<file path="src/rtl/byte_lane_pkg.sv">
// Package: shared types and constants for the byte/word access unit.
// Assumes byte-sized lanes; data width must be a multiple of the byte width.
package byte_lane_pkg;
    localparam int BYTE_W = 8;

    typedef enum logic {
        ACC_BYTE = 1'b0,
        ACC_WORD = 1'b1
    } acc_size_e;
endpackage

</file>
<file path="src/rtl/blu_endian_latch.sv">
// Module: blu_endian_latch
// Holds the session byte order. While reset is asserted the register tracks
// the strap, so the value present on the last reset edge is kept afterwards.
// Assumes the strap is stable around reset release.
module blu_endian_latch (
    input  logic clk,
    input  logic rst_n,
    input  logic strap_i,
    output logic big_en_o
);
    logic mode_q;

    // Track the strap during reset, hold it afterwards.
    always_ff @(posedge clk) begin
        if (!rst_n) begin
            mode_q <= strap_i;
        end
    end

    assign big_en_o = mode_q;


    mode_hold_chk: assert property (@(posedge clk) disable iff (!rst_n)
        $past(rst_n) |-> $stable(mode_q));
endmodule

</file>
<file path="src/rtl/blu_req_decode.sv">
// Module: blu_req_decode
// Combinational request path: aligns the address, checks word alignment,
// computes the byte lane for the latched order, and drives the enables,
// strobes and lane-replicated store data.
// Assumes one request per cycle and a memory with per-lane write enables.
module blu_req_decode
    import byte_lane_pkg::*;
#(
    parameter int ADDR_W = 32,
    parameter int DATA_W = 32
) (
    input  logic                         big_en_i,
    input  logic                         valid_i,
    input  logic                         write_i,
    input  acc_size_e                    size_i,
    input  logic [ADDR_W-1:0]            addr_i,
    input  logic [DATA_W-1:0]            wdata_i,
    output logic [ADDR_W-1:0]            mem_addr_o,
    output logic                         mem_we_o,
    output logic                         mem_re_o,
    output logic [DATA_W/BYTE_W-1:0]     strb_o,
    output logic [DATA_W-1:0]            wdata_o,
    output logic [$clog2(DATA_W/BYTE_W)-1:0] lane_o,
    output logic                         err_o,
    output logic                         load_go_o,
    output logic                         load_byte_o
);
    localparam int NB    = DATA_W / BYTE_W;
    localparam int OFF_W = $clog2(NB);
    localparam logic [OFF_W-1:0] LAST_LANE = OFF_W'(NB - 1);

    logic [OFF_W-1:0] off;
    logic             is_byte;
    logic             accept;
    logic             byte_wr;
    logic             word_wr;

    // Offset within the word and the derived lane for the current order.
    always_comb begin
        off     = addr_i[OFF_W-1:0];
        lane_o  = big_en_i ? (LAST_LANE - off) : off;
        is_byte = (size_i == ACC_BYTE);
    end

    // Alignment check and accepted-access decode.
    always_comb begin
        err_o       = valid_i && !is_byte && (off != '0);
        accept      = valid_i && !err_o;
        mem_we_o    = accept && write_i;
        mem_re_o    = accept && !write_i;
        load_go_o   = mem_re_o;
        load_byte_o = is_byte;
        byte_wr     = mem_we_o && is_byte;
        word_wr     = mem_we_o && !is_byte;
        mem_addr_o  = {addr_i[ADDR_W-1:OFF_W], {OFF_W{1'b0}}};
    end

    // Per-lane strobe and store data.
    for (genvar g = 0; g < NB; g++) begin : g_lane
        always_comb begin
            strb_o[g] = byte_wr ? (lane_o == OFF_W'(g)) : word_wr;
            wdata_o[g*BYTE_W +: BYTE_W] = is_byte ? wdata_i[BYTE_W-1:0]
                                                  : wdata_i[g*BYTE_W +: BYTE_W];
        end
    end
endmodule

</file>
<file path="src/rtl/blu_load_align.sv">
// Module: blu_load_align
// Remembers the lane and size of an issued load for one cycle and turns
// the returned memory word into the core's result: the selected byte,
// zero-extended, or the full word.
// Assumes read data arrives exactly one cycle after the read enable.
module blu_load_align
    import byte_lane_pkg::*;
#(
    parameter int DATA_W = 32
) (
    input  logic                              clk,
    input  logic                              rst_n,
    input  logic                              load_go_i,
    input  logic                              load_byte_i,
    input  logic [$clog2(DATA_W/BYTE_W)-1:0]  lane_i,
    input  logic [DATA_W-1:0]                 mem_rdata_i,
    output logic                              rd_valid_o,
    output logic [DATA_W-1:0]                 rd_data_o
);
    localparam int NB    = DATA_W / BYTE_W;
    localparam int OFF_W = $clog2(NB);

    logic             pend_q;
    logic             byte_q;
    logic [OFF_W-1:0] lane_q;
    logic [BYTE_W-1:0] lanes [NB];

    // Capture the pending load's shape.
    always_ff @(posedge clk) begin
        if (!rst_n) begin
            pend_q <= 1'b0;
            byte_q <= 1'b0;
            lane_q <= '0;
        end else begin
            pend_q <= load_go_i;
            byte_q <= load_byte_i;
            lane_q <= lane_i;
        end
    end

    // Split the returned word into byte lanes.
    for (genvar g = 0; g < NB; g++) begin : g_split
        assign lanes[g] = mem_rdata_i[g*BYTE_W +: BYTE_W];
    end

    // Form the result.
    always_comb begin
        rd_valid_o = pend_q;
        if (byte_q) begin
            rd_data_o = {{(DATA_W-BYTE_W){1'b0}}, lanes[lane_q]};
        end else begin
            rd_data_o = mem_rdata_i;
        end
    end


    load_result_due_chk: assert property (@(posedge clk) disable iff (!rst_n)
        load_go_i |=> rd_valid_o);
endmodule

</file>
<file path="src/rtl/byte_lane_unit.sv">
// Module: byte_lane_unit (top)
// Byte/word access unit between a core and a byte-addressed word memory.
// Byte order comes from a strap latched during reset.
// Assumes a synchronous memory with one-cycle read latency.
module byte_lane_unit
    import byte_lane_pkg::*;
#(
    parameter int ADDR_W = 32,
    parameter int DATA_W = 32
) (
    input  logic                      clk,
    input  logic                      rst_n,
    input  logic                      strap_big_i,
    input  logic                      req_valid_i,
    input  logic                      req_write_i,
    input  logic                      req_size_i,
    input  logic [ADDR_W-1:0]         req_addr_i,
    input  logic [DATA_W-1:0]         req_wdata_i,
    input  logic [DATA_W-1:0]         mem_rdata_i,
    output logic [ADDR_W-1:0]         mem_addr_o,
    output logic                      mem_we_o,
    output logic                      mem_re_o,
    output logic [DATA_W/8-1:0]       mem_strb_o,
    output logic [DATA_W-1:0]         mem_wdata_o,
    output logic                      align_err_o,
    output logic                      rd_valid_o,
    output logic [DATA_W-1:0]         rd_data_o
);
    localparam int NB    = DATA_W / BYTE_W;
    localparam int OFF_W = $clog2(NB);

    logic             big_en;
    logic [OFF_W-1:0] lane;
    logic             load_go;
    logic             load_byte;
    acc_size_e        size;

    assign size = acc_size_e'(req_size_i);

    blu_endian_latch u_mode (
        .clk      (clk),
        .rst_n    (rst_n),
        .strap_i  (strap_big_i),
        .big_en_o (big_en)
    );

    blu_req_decode #(.ADDR_W(ADDR_W), .DATA_W(DATA_W)) u_dec (
        .big_en_i    (big_en),
        .valid_i     (req_valid_i),
        .write_i     (req_write_i),
        .size_i      (size),
        .addr_i      (req_addr_i),
        .wdata_i     (req_wdata_i),
        .mem_addr_o  (mem_addr_o),
        .mem_we_o    (mem_we_o),
        .mem_re_o    (mem_re_o),
        .strb_o      (mem_strb_o),
        .wdata_o     (mem_wdata_o),
        .lane_o      (lane),
        .err_o       (align_err_o),
        .load_go_o   (load_go),
        .load_byte_o (load_byte)
    );

    blu_load_align #(.DATA_W(DATA_W)) u_ld (
        .clk         (clk),
        .rst_n       (rst_n),
        .load_go_i   (load_go),
        .load_byte_i (load_byte),
        .lane_i      (lane),
        .mem_rdata_i (mem_rdata_i),
        .rd_valid_o  (rd_valid_o),
        .rd_data_o   (rd_data_o)
    );


    byte_strobe_single_chk: assert property (@(posedge clk) disable iff (!rst_n)
        (req_valid_i && req_write_i && !req_size_i) |-> $countones(mem_strb_o) == 1);


    misaligned_no_write_chk: assert property (@(posedge clk) disable iff (!rst_n)
        (req_valid_i && req_size_i && (req_addr_i[OFF_W-1:0] != '0))
            |-> (!mem_we_o && !mem_re_o && mem_strb_o == '0));


    idle_quiet_chk: assert property (@(posedge clk) disable iff (!rst_n)
        !req_valid_i |-> (!mem_we_o && !mem_re_o && !align_err_o));


    word_strobe_full_chk: assert property (@(posedge clk) disable iff (!rst_n)
        (req_valid_i && req_write_i && req_size_i && (req_addr_i[OFF_W-1:0] == '0))
            |-> (&mem_strb_o));
endmodule

</file>
<file path="config.mk">
export PLATFORM = sky130hd
export DESIGN_NAME = byte_lane_unit
export DESIGN_NICKNAME = d
export VERILOG_FILES = /design/src/rtl/byte_lane_pkg.sv /design/src/rtl/blu_endian_latch.sv /design/src/rtl/blu_req_decode.sv /design/src/rtl/blu_load_align.sv /design/src/rtl/byte_lane_unit.sv
export SDC_FILE = /design/constraint.sdc
export NUM_CORES = 1
export LEC_CHECK = 0
export ABC_AREA = 1
export ABC_CLOCK_PERIOD_IN_PS = 2260
export BUFFER_PORTS_ARGS = -buffer_cell sky130_fd_sc_hd__buf_2
export CORE_AREA = 3 3 80 82
export DETAILED_ROUTE_END_ITERATION = 8
export DIE_AREA = 0 0 83 85
export GPL_TIMING_DRIVEN = 0
export HOLD_SLACK_MARGIN = 0.05
export PLACE_DENSITY_LB_ADDON = 0.12
export SKIP_CTS_REPAIR_TIMING = 1
export SYNTH_ARGS = -nofsm -noshare
export SYNTH_HDL_FRONTEND = slang
export SYNTH_SLANG_ARGS = --single-unit
</file>
<file path="constraint.sdc">
create_clock -name clk -period 2.26 [get_ports clk]
set_input_delay 0.113 -clock clk [delete_from_list [all_inputs] [get_ports clk]]
set_output_delay 0.113 -clock clk [all_outputs]
set_load 0.05 [all_outputs]
</file>
After elaboration in Yosys (flattened, before gate mapping)
Cells that the tools add are included.

Register bits: 5. Input port bits: 102. Output and inout port bits: 104. Word-level logic and storage cells: 34.

Equality and inequality tests: 3. $add $sub $neg: 1. Magnitude comparators: 1. Bitwise gates (word level): 2. Multiplexer cells: 12. Reduce and logical (&&, ||, !) cells: 11.

Operators with widths (count): 2-to-1 mux 8 bit (5); 2-to-1 mux 32 bit (1); binary-select mux 8 bit (select 2 bit) (1); logical AND 1 bit (7); equality test 2 bit (second input constant) (2); 2-to-1 mux 1 bit (4); >= comparator 3 bit (second input constant) (1); inverter 2 -> 3 bit (1); equality test 2 x 1 -> 1 bit (second input constant) (1); zero test 1 bit (2); zero test 2 bit (1); 2-to-1 mux 2 bit (1); nonzero test 2 bit (1); subtractor 2 bit (first input constant) (1); inverter 1 bit (1).

Logic depth before layout (Yosys ltp)
Gate-level depths: netlist of the first run.

Word-level depth: 7. Depth in mapped cells: 7. Mapped depth without buffers: 6.

Modules after synthesis
Synthesis of the first run repeated with hierarchy kept, for this count alone.

Cells, all modules: 272. Area, all modules: 1395.1 um2.

Modules (own cells, without submodules): blu_req_decode (cells each 136, sequential area each 0.0 um2, times used 1, area each 698.2 um2); blu_load_align (cells each 134, sequential area each 80.1 um2, times used 1, area each 663.1 um2); blu_endian_latch (cells each 2, sequential area each 30.0 um2, times used 1, area each 33.8 um2).

Least setup slack after synthesis of the first run
Ideal clock, no wire load.

Kind: register to output. Start: register u_ld.byte_q. End: output port rd_data_o[10]. Path buffers: 2. Arrival: 1260 ps. Stages on the path, launching flop included: 4. Required time: 2147 ps. Path slack: 887 ps. Path through: dfxtp_1 > clkbuf_2 > buf_2 > nor2_1.

Cells in the longest elaborated chain, start to end: 1.

RTL lines: start, declared (line blu_load_align.sv:24) `logic byte_q;`; start signal, assigned (line blu_load_align.sv:36) `byte_q <= load_byte_i;`; 2-to-1 mux 32 bit (line blu_load_align.sv:49) `if (byte_q) begin`; end, declared (line byte_lane_unit.sv:27) `output logic [DATA_W-1:0] rd_data_o`.

Every way passes these cells.

Worst setup path after layout of the first run
Start: register u_mode.mode_q (netlist: u_mode.big_en_o). End: output port mem_strb_o[0].

Cells in the longest elaborated chain, start to end: 3.

RTL lines: start, declared (line blu_endian_latch.sv:11) `logic mode_q;`; start signal, assigned (line blu_endian_latch.sv:16) `mode_q <= strap_i;`; 2-to-1 mux 2 bit (line blu_req_decode.sv:41) `lane_o = big_en_i ? (LAST_LANE - off) : off;`; zero test 2 bit (line blu_req_decode.sv:61) `strb_o[g] = byte_wr ? (lane_o == OFF_W'(g)) : word_wr;`; 2-to-1 mux 1 bit (line blu_req_decode.sv:61); end, declared (line byte_lane_unit.sv:23) `output logic [DATA_W/8-1:0] mem_strb_o,`.

Every way passes these cells.

==> results.py, run 1 <==
metrics = {
    "detailed_routing": {
        "drt-pass1-iter-count": 4,
        "drt-total-wl_um": 5190,
        "drt_iter0_drc": 46,
        "detailroute.via_count": 1984,
        "detail_route.vias_per_cell": 3.91,
        "ant_nets": 0,
        "avgRoutedWirePerCell_um": 10.2,
        "detail_route.drc_violations": 0,
    },
    "placement": {
        "placedCellCount": 503,
        "place_area_um2": 2260,
        "buffer_ports.inserted": 172,
        "dpl.hpwl_um": 4550,
        "dpl_worst_slack_ps": 933,
        "globalplace.congestion": 0.819,
    },
    "clock_tree": {
        "buffer_cell_driving_the_clock_tree_root": "clkbuf_8",
        "level_count_of_the_clock_h_tree": 1,
        "cts_buffers": 3,
        "cts_tree": "built",
        "clkSlewWorstSetupHoldPaths_ps": 30,
        "cts_buffer_depth": 2,
        "cts_num_sinks": 5,
        "clk_latency_ps": 220,
    },
    "logic_synthesis": {
        "sequential_area_share_after_synthesis_pct": 8.46,
        "syn-cell-area_um2": 1300,
        "ys_warn_count": 0,
        "ys_ff_latch": 5,
        "compound_cell_area_share_of_the_yosys_netlist_pct": 1.63,
        "synth_top_family_by_area": "simple AND/OR/NAND/NOR gates",
        "yosys.area_share.xor_xnor_pct": 2.69,
        "synth_cells": 255,
        "syn-mean-instance-area_um2": 5.10,
        "yosys.area_share.simple_pct": 49.3,
        "synth_mux_area_share_pct": 0,
        "fraction_of_the_mapped_netlist_area_in_adder_cells_pct": 0,
        "yosys.cell_types.count": 19,
    },
    "floorplanning": {
        "fp.dieArea_um2": 7060,
        "core.rowCount": 28,
        "initial_core_util_pct": 22.4,
        "dieHeight_um": 85,
        "chipWidth_um": 83,
        "placeableCoreArea_um2": 5820,
        "ioPinCount": 206,
    },
    "timing": {
        "report.final.setup_viol": 0,
        "slew_viol_final": 0,
        "final.setup_skew_ps": 0.151,
        "final.min_clock_period_ps": 1540,
        "finalHoldViolations": 0,
        "finalWorstSetupSlack_ps": 722,
        "timing.setup.tns_ps": 0,
        "final.hold.worst_slack_ps": 68.7,
        "post-route-period-util_pct": 68.1,
        "achievable-frequency_mhz": 650,
        "grt_setup_unrepaired": "no",
    },
    "pwr": {
        "post-layout-total-power_mw": 1.10,
        "vdd_drop_max_uv": 269,
        "power_leakage_nw": 1.64,
        "power.density_nw_per_um2": 479,
    },
    "global_route": {
        "groute.usage.overall_pct": 13.9,
        "first_global_vias": 1859,
        "grt_start_max_net_pins": 11,
        "antenna_found_initial": 0,
        "grt_first_pass_wirelength_um": 8330,
        "grt_overflow_total": 0,
    },
    "worst_setup_path": {
        "worstPathRequired_ps": 2150,
        "critPathTopFamily": "flip-flops",
        "endpoint_kind": "output port",
        "critPathMaxStageDelay_ps": 470,
        "highest_fanout_seen_on_the_critical_path": 4,
        "regToRegStartpoint": "u_mode.big_en_o",
        "slowest_stage": "edfxtp_1",
        "worst_ep_arrival_time_ps": 1430,
        "worst_setup_path_start_kind": "flip-flop",
        "cp.buffers_inverters": 1,
        "worst-r2r-setup-slack_ps": 1320,
        "timing.critical_path.cells": "xnor2_1 > nand3_1 > nand2_1 > buf_2",
        "path_class": "reg -> out",
        "worstSetupStartpoint": "u_mode.big_en_o",
    },
    "final_layout": {
        "stdcell_area_um2": 2300,
        "final_core_utilization_pct": 39.6,
        "design.final.nets": 535,
        "num_antenna_cells": 0,
        "final-instance-count-excl-fill": 507,
        "area.growth.synth_to_final_pct": 77.1,
        "share_of_final_layout_standard_cells_stronger_than_drive_strength_1_pct": 53.2,
    },
    "hold_path": {
        "worstHoldStart": "strap_big_i",
        "worstHoldPathType": "in -> reg",
    },
    "flow_run": {
        "maxCapViolCount": 0,
    },
    "status": {
        "outcome": "complete, no violations",
    },
}
==> area by class of cell <==
type / count / area, µm²
plain buffers: 50 / 374
multi-input cells: 171 / 706
well taps: 75 / 93.8
repair buffers: 172 / 861
inverters: 30 / 115
clock buffers: 4 / 45.0
flip-flops and latches: 5 / 110
fillers: 670 / 3510
==> sequential cells by signal, indices dropped and copies added, names as in the netlist <==
| register | cells |
|---|---|
| u_ld.byte_q | 1 |
| u_ld.lane_q | 2 |
| u_ld.rd_valid_o | 1 |
| u_mode.big_en_o | 1 |
==> Yosys cell counts (all sizes together) <==
master	n	area, µm²
nand3	21	105
xnor2	2	17.5
dfxtp	4	80.1
nor2	31	116
nand2	109	409
xor2	2	17.5
inv	30	115
edfxtp	1	30.0
conb	1	3.75
o21ai	2	21.3
clkbuf	1	5.00
buf	49	369
nor3	1	5.00
nand4	1	6.26
==> report_power, final <==
part	switching (mW)	internal (mW)	leakage, nW
sequential	0.00386	0.0983	0.0430
combinational	0.611	0.228	1.57
clock	0.0421	0.121	0.0228
total	0.657	0.447	1.64
==> cell usage in the layout (no fill, tap or decap) <==
cell type	n
xnor2_1	2
edfxtp_1	1
nand4_1	1
inv_1	26
buf_6	3
nand3_1	21
nor3_1	1
clkbuf_2	1
buf_4	42
buf_2	176
inv_4	1
nand2_1	109
dfxtp_1	4
clkbuf_1	1
conb_1	2
nor2_1	31
o21ai_1	1
xor2_1	2
inv_2	3
o21ai_4	1
clkbuf_8	3
==> kinds of logic (layout without fill, tap and decap cells) <==
group | count (synthesis) | count (layout)
AOI/OAI and AO/OA | 2 | 2
xor gates and xnor gates | 4 | 4
buffers and inverters | 80 | 256
DFF | 5 | 5
other | 1 | 2
and+or+nand+nor | 163 | 163
==> per-layer routing <==
metal	wire length [µm]	GRT usage, %	vias to the layer above
li1	-	-	1065
met1	1880	15.6	803
met2	2710	26.0	116
met3	599	4.95	0
met4	0	1.63	0
met5	0	0	-
==> final timing paths <==
kind	end	depth (start not counted)
setup / recovery	mem_strb_o[0]	4
hold / removal	u_mode.big_en_o	1
setup reg to reg	u_ld.lane_q[0]	2
hold reg to reg	u_ld.lane_q[1]	2
No activity file was read; power rests on OpenSTA's default activity.
==> inputs of run 2 (changes only) <==
--- a/config.mk
+++ b/config.mk
@@ -6,7 +6,7 @@
 export NUM_CORES = 1
 export LEC_CHECK = 0
 export ABC_AREA = 1
-export ABC_CLOCK_PERIOD_IN_PS = 2260
+export ABC_CLOCK_PERIOD_IN_PS = 1250
 export BUFFER_PORTS_ARGS = -buffer_cell sky130_fd_sc_hd__buf_2
 export CORE_AREA = 3 3 80 82
 export DETAILED_ROUTE_END_ITERATION = 8
==> constraint.sdc (replaced) <==
create_clock -name clk -period 1.25 [get_ports clk]
set_input_delay 0.0625 -clock clk [delete_from_list [all_inputs] [get_ports clk]]
set_output_delay 0.0625 -clock clk [all_outputs]
set_load 0.05 [all_outputs]
==> results.py, run 2 (synthesis gave the netlist of run 1 again) <==
metrics = {
    "hold_path": {
        "worstHoldStart": "req_write_i",
        "worst_hold_path_cells": 2,
        "hold_end": "u_ld.rd_valid_o",
        "worstHoldPathType": "in -> reg",
    },
    "worst_setup_path": {
        "highest_fanout_seen_on_the_critical_path": 8,
        "path_class": "reg -> out",
        "endpoint_kind": "output port",
        "worstSetupStartpoint": "u_ld.lane_q[1]",
        "worstPathRequired_ps": 1190,
        "reg2reg_to": "u_ld.lane_q[0]",
        "worst_setup_path_start_kind": "flip-flop",
        "worst_ep_arrival_time_ps": 1330,
        "worst-r2r-setup-slack_ps": 240,
        "regToRegStartpoint": "u_mode.big_en_o",
        "rr_worst_depth": 3,
    },
    "global_route": {
        "first_global_vias": 1977,
        "antenna_found_initial": 0,
        "groute.usage.overall_pct": 13.9,
        "grt_start_max_net_pins": 11,
        "grt_overflow_total": 0,
        "grt_first_pass_wirelength_um": 8400,
    },
    "final_layout": {
        "largest_register_ff_count": 2,
        "share_of_final_layout_standard_cells_stronger_than_drive_strength_1_pct": 63.6,
        "largest-register": "u_ld.lane_q",
        "commonest_cells_after_routing_fill_and_taps_aside": "buf_2, nand2_1, buf_4",
        "design.final.nets": 543,
        "num_antenna_cells": 0,
        "area.growth.synth_to_final_pct": 110,
        "layout.cells.most_common": "buf_2",
        "final_core_utilization_pct": 46.9,
        "final-instance-count-excl-fill": 515,
    },
    "timing": {
        "final.hold.worst_slack_ps": 68.3,
        "grt_setup_unrepaired": "yes",
        "report.final.setup_viol": 12,
        "achievable-frequency_mhz": 719,
        "final.setup_skew_ps": 1.13,
        "finalHoldViolations": 0,
        "post-route-period-util_pct": 111,
        "final.min_clock_period_ps": 1390,
        "slew_viol_final": 0,
        "finalWorstSetupSlack_ps": -142,
    },
    "detailed_routing": {
        "drt_iter0_drc": 23,
        "drt-total-wl_um": 5640,
        "drt-pass1-iter-count": 4,
        "detailroute.via_count": 2048,
        "avgRoutedWirePerCell_um": 10.9,
        "detail_route.vias_per_cell": 3.98,
        "detail_route.drc_violations": 0,
        "ant_nets": 0,
    },
    "floorplanning": {
        "fp.dieArea_um2": 7060,
        "chipWidth_um": 83,
        "core.rowCount": 28,
        "ioPinCount": 206,
        "dieHeight_um": 85,
        "initial_core_util_pct": 22.4,
        "placeableCoreArea_um2": 5820,
    },
    "clock_tree": {
        "clkSlewWorstSetupHoldPaths_ps": 40,
        "cts_num_sinks": 5,
        "clk_latency_ps": 220,
        "cts_buffers": 3,
        "cts_buffer_depth": 2,
        "level_count_of_the_clock_h_tree": 1,
        "cts_tree": "built",
        "buffer_cell_driving_the_clock_tree_root": "clkbuf_8",
    },
    "status": {
        "failed_checks": "negative setup slack",
        "outcome": "finished with violations",
    },
    "placement": {
        "dpl.hpwl_um": 4690,
        "globalplace.congestion": 0.766,
        "buffer_ports.inserted": 172,
        "placedCellCount": 503,
    },
    "flow_run": {
        "maxCapViolCount": 0,
    },
    "pwr": {
        "power_leakage_nw": 1.77,
        "power.density_nw_per_um2": 816,
        "post-layout-total-power_mw": 2.23,
        "vdd_drop_max_uv": 403,
    },
}
==> run 2: changes by cell type in the layout (fill, tap and decap cells not counted), moves of 4 or more <==
cell	change
nand2_1	-19
nor2_2	+5
nand2_2	+18
clkbuf_4	+9
nand3_2	+13
nand3_1	-13
buf_6	+10
buf_4	+4
nor2_1	-5
buf_2	-25
buf_8	+8
==> run 2: worst max-delay path by stage <==
stage,end
2_1_floorplan,rd_data_o[10]
3_3_place_gp,mem_strb_o[0]
3_5_place_dp,mem_strb_o[1]
4_1_cts,mem_strb_o[1]
5_1_grt,rd_data_o[6]
6_report,rd_data_o[6]
==> run 2: metal layers <==
layer	vias up	global-route usage, %	routed length (µm)
met5	-	0	0
met4	0	0.892	0
met3	0	6.31	649
met2	113	27.5	3000
met1	853	13.8	1980
li1	1082	-	-
==> run 2: cell type report <==
class                           instances  area (µm²)
Buffer                                 49         393
Inverter                               30         125
Clock buffer                            4        45.0
Tap cell                               75        93.8
Fill cell                             635        3090
Sequential cell                         5         114
Timing Repair Buffer                  181        1100
Multi-Input combinational cell        171         858
==> run 2: where the power goes <==
group | switching (mW) | internal, mW | total (mW)
logic | 1.17 | 0.562 | 1.73
clock network | 0.0797 | 0.219 | 0.299
registers | 0.0163 | 0.179 | 0.196
total | 1.27 | 0.960 | 2.23
==> run 2: worst max-delay path: stages, from the launching register on <==
cell and delay [ps]:
dfxtp_2 310, buf_8 140, o21ai_4 310, nand2_1 120
nand2_2 80, buf_8 140
==> run 2: per-stage QoR <==
step | worst slack [ps] | setup TNS, ps | area [µm²]
after global routing | -229 | -2380 | 2730
after floorplan | -72.0 | -1440 | 1320
final | -142 | -1470 | 2730
after global placement | -0.727 | -0.727 | 2270
after detailed placement | -14.8 | -19.0 | 2270
after CTS | -262 | -4120 | 2310
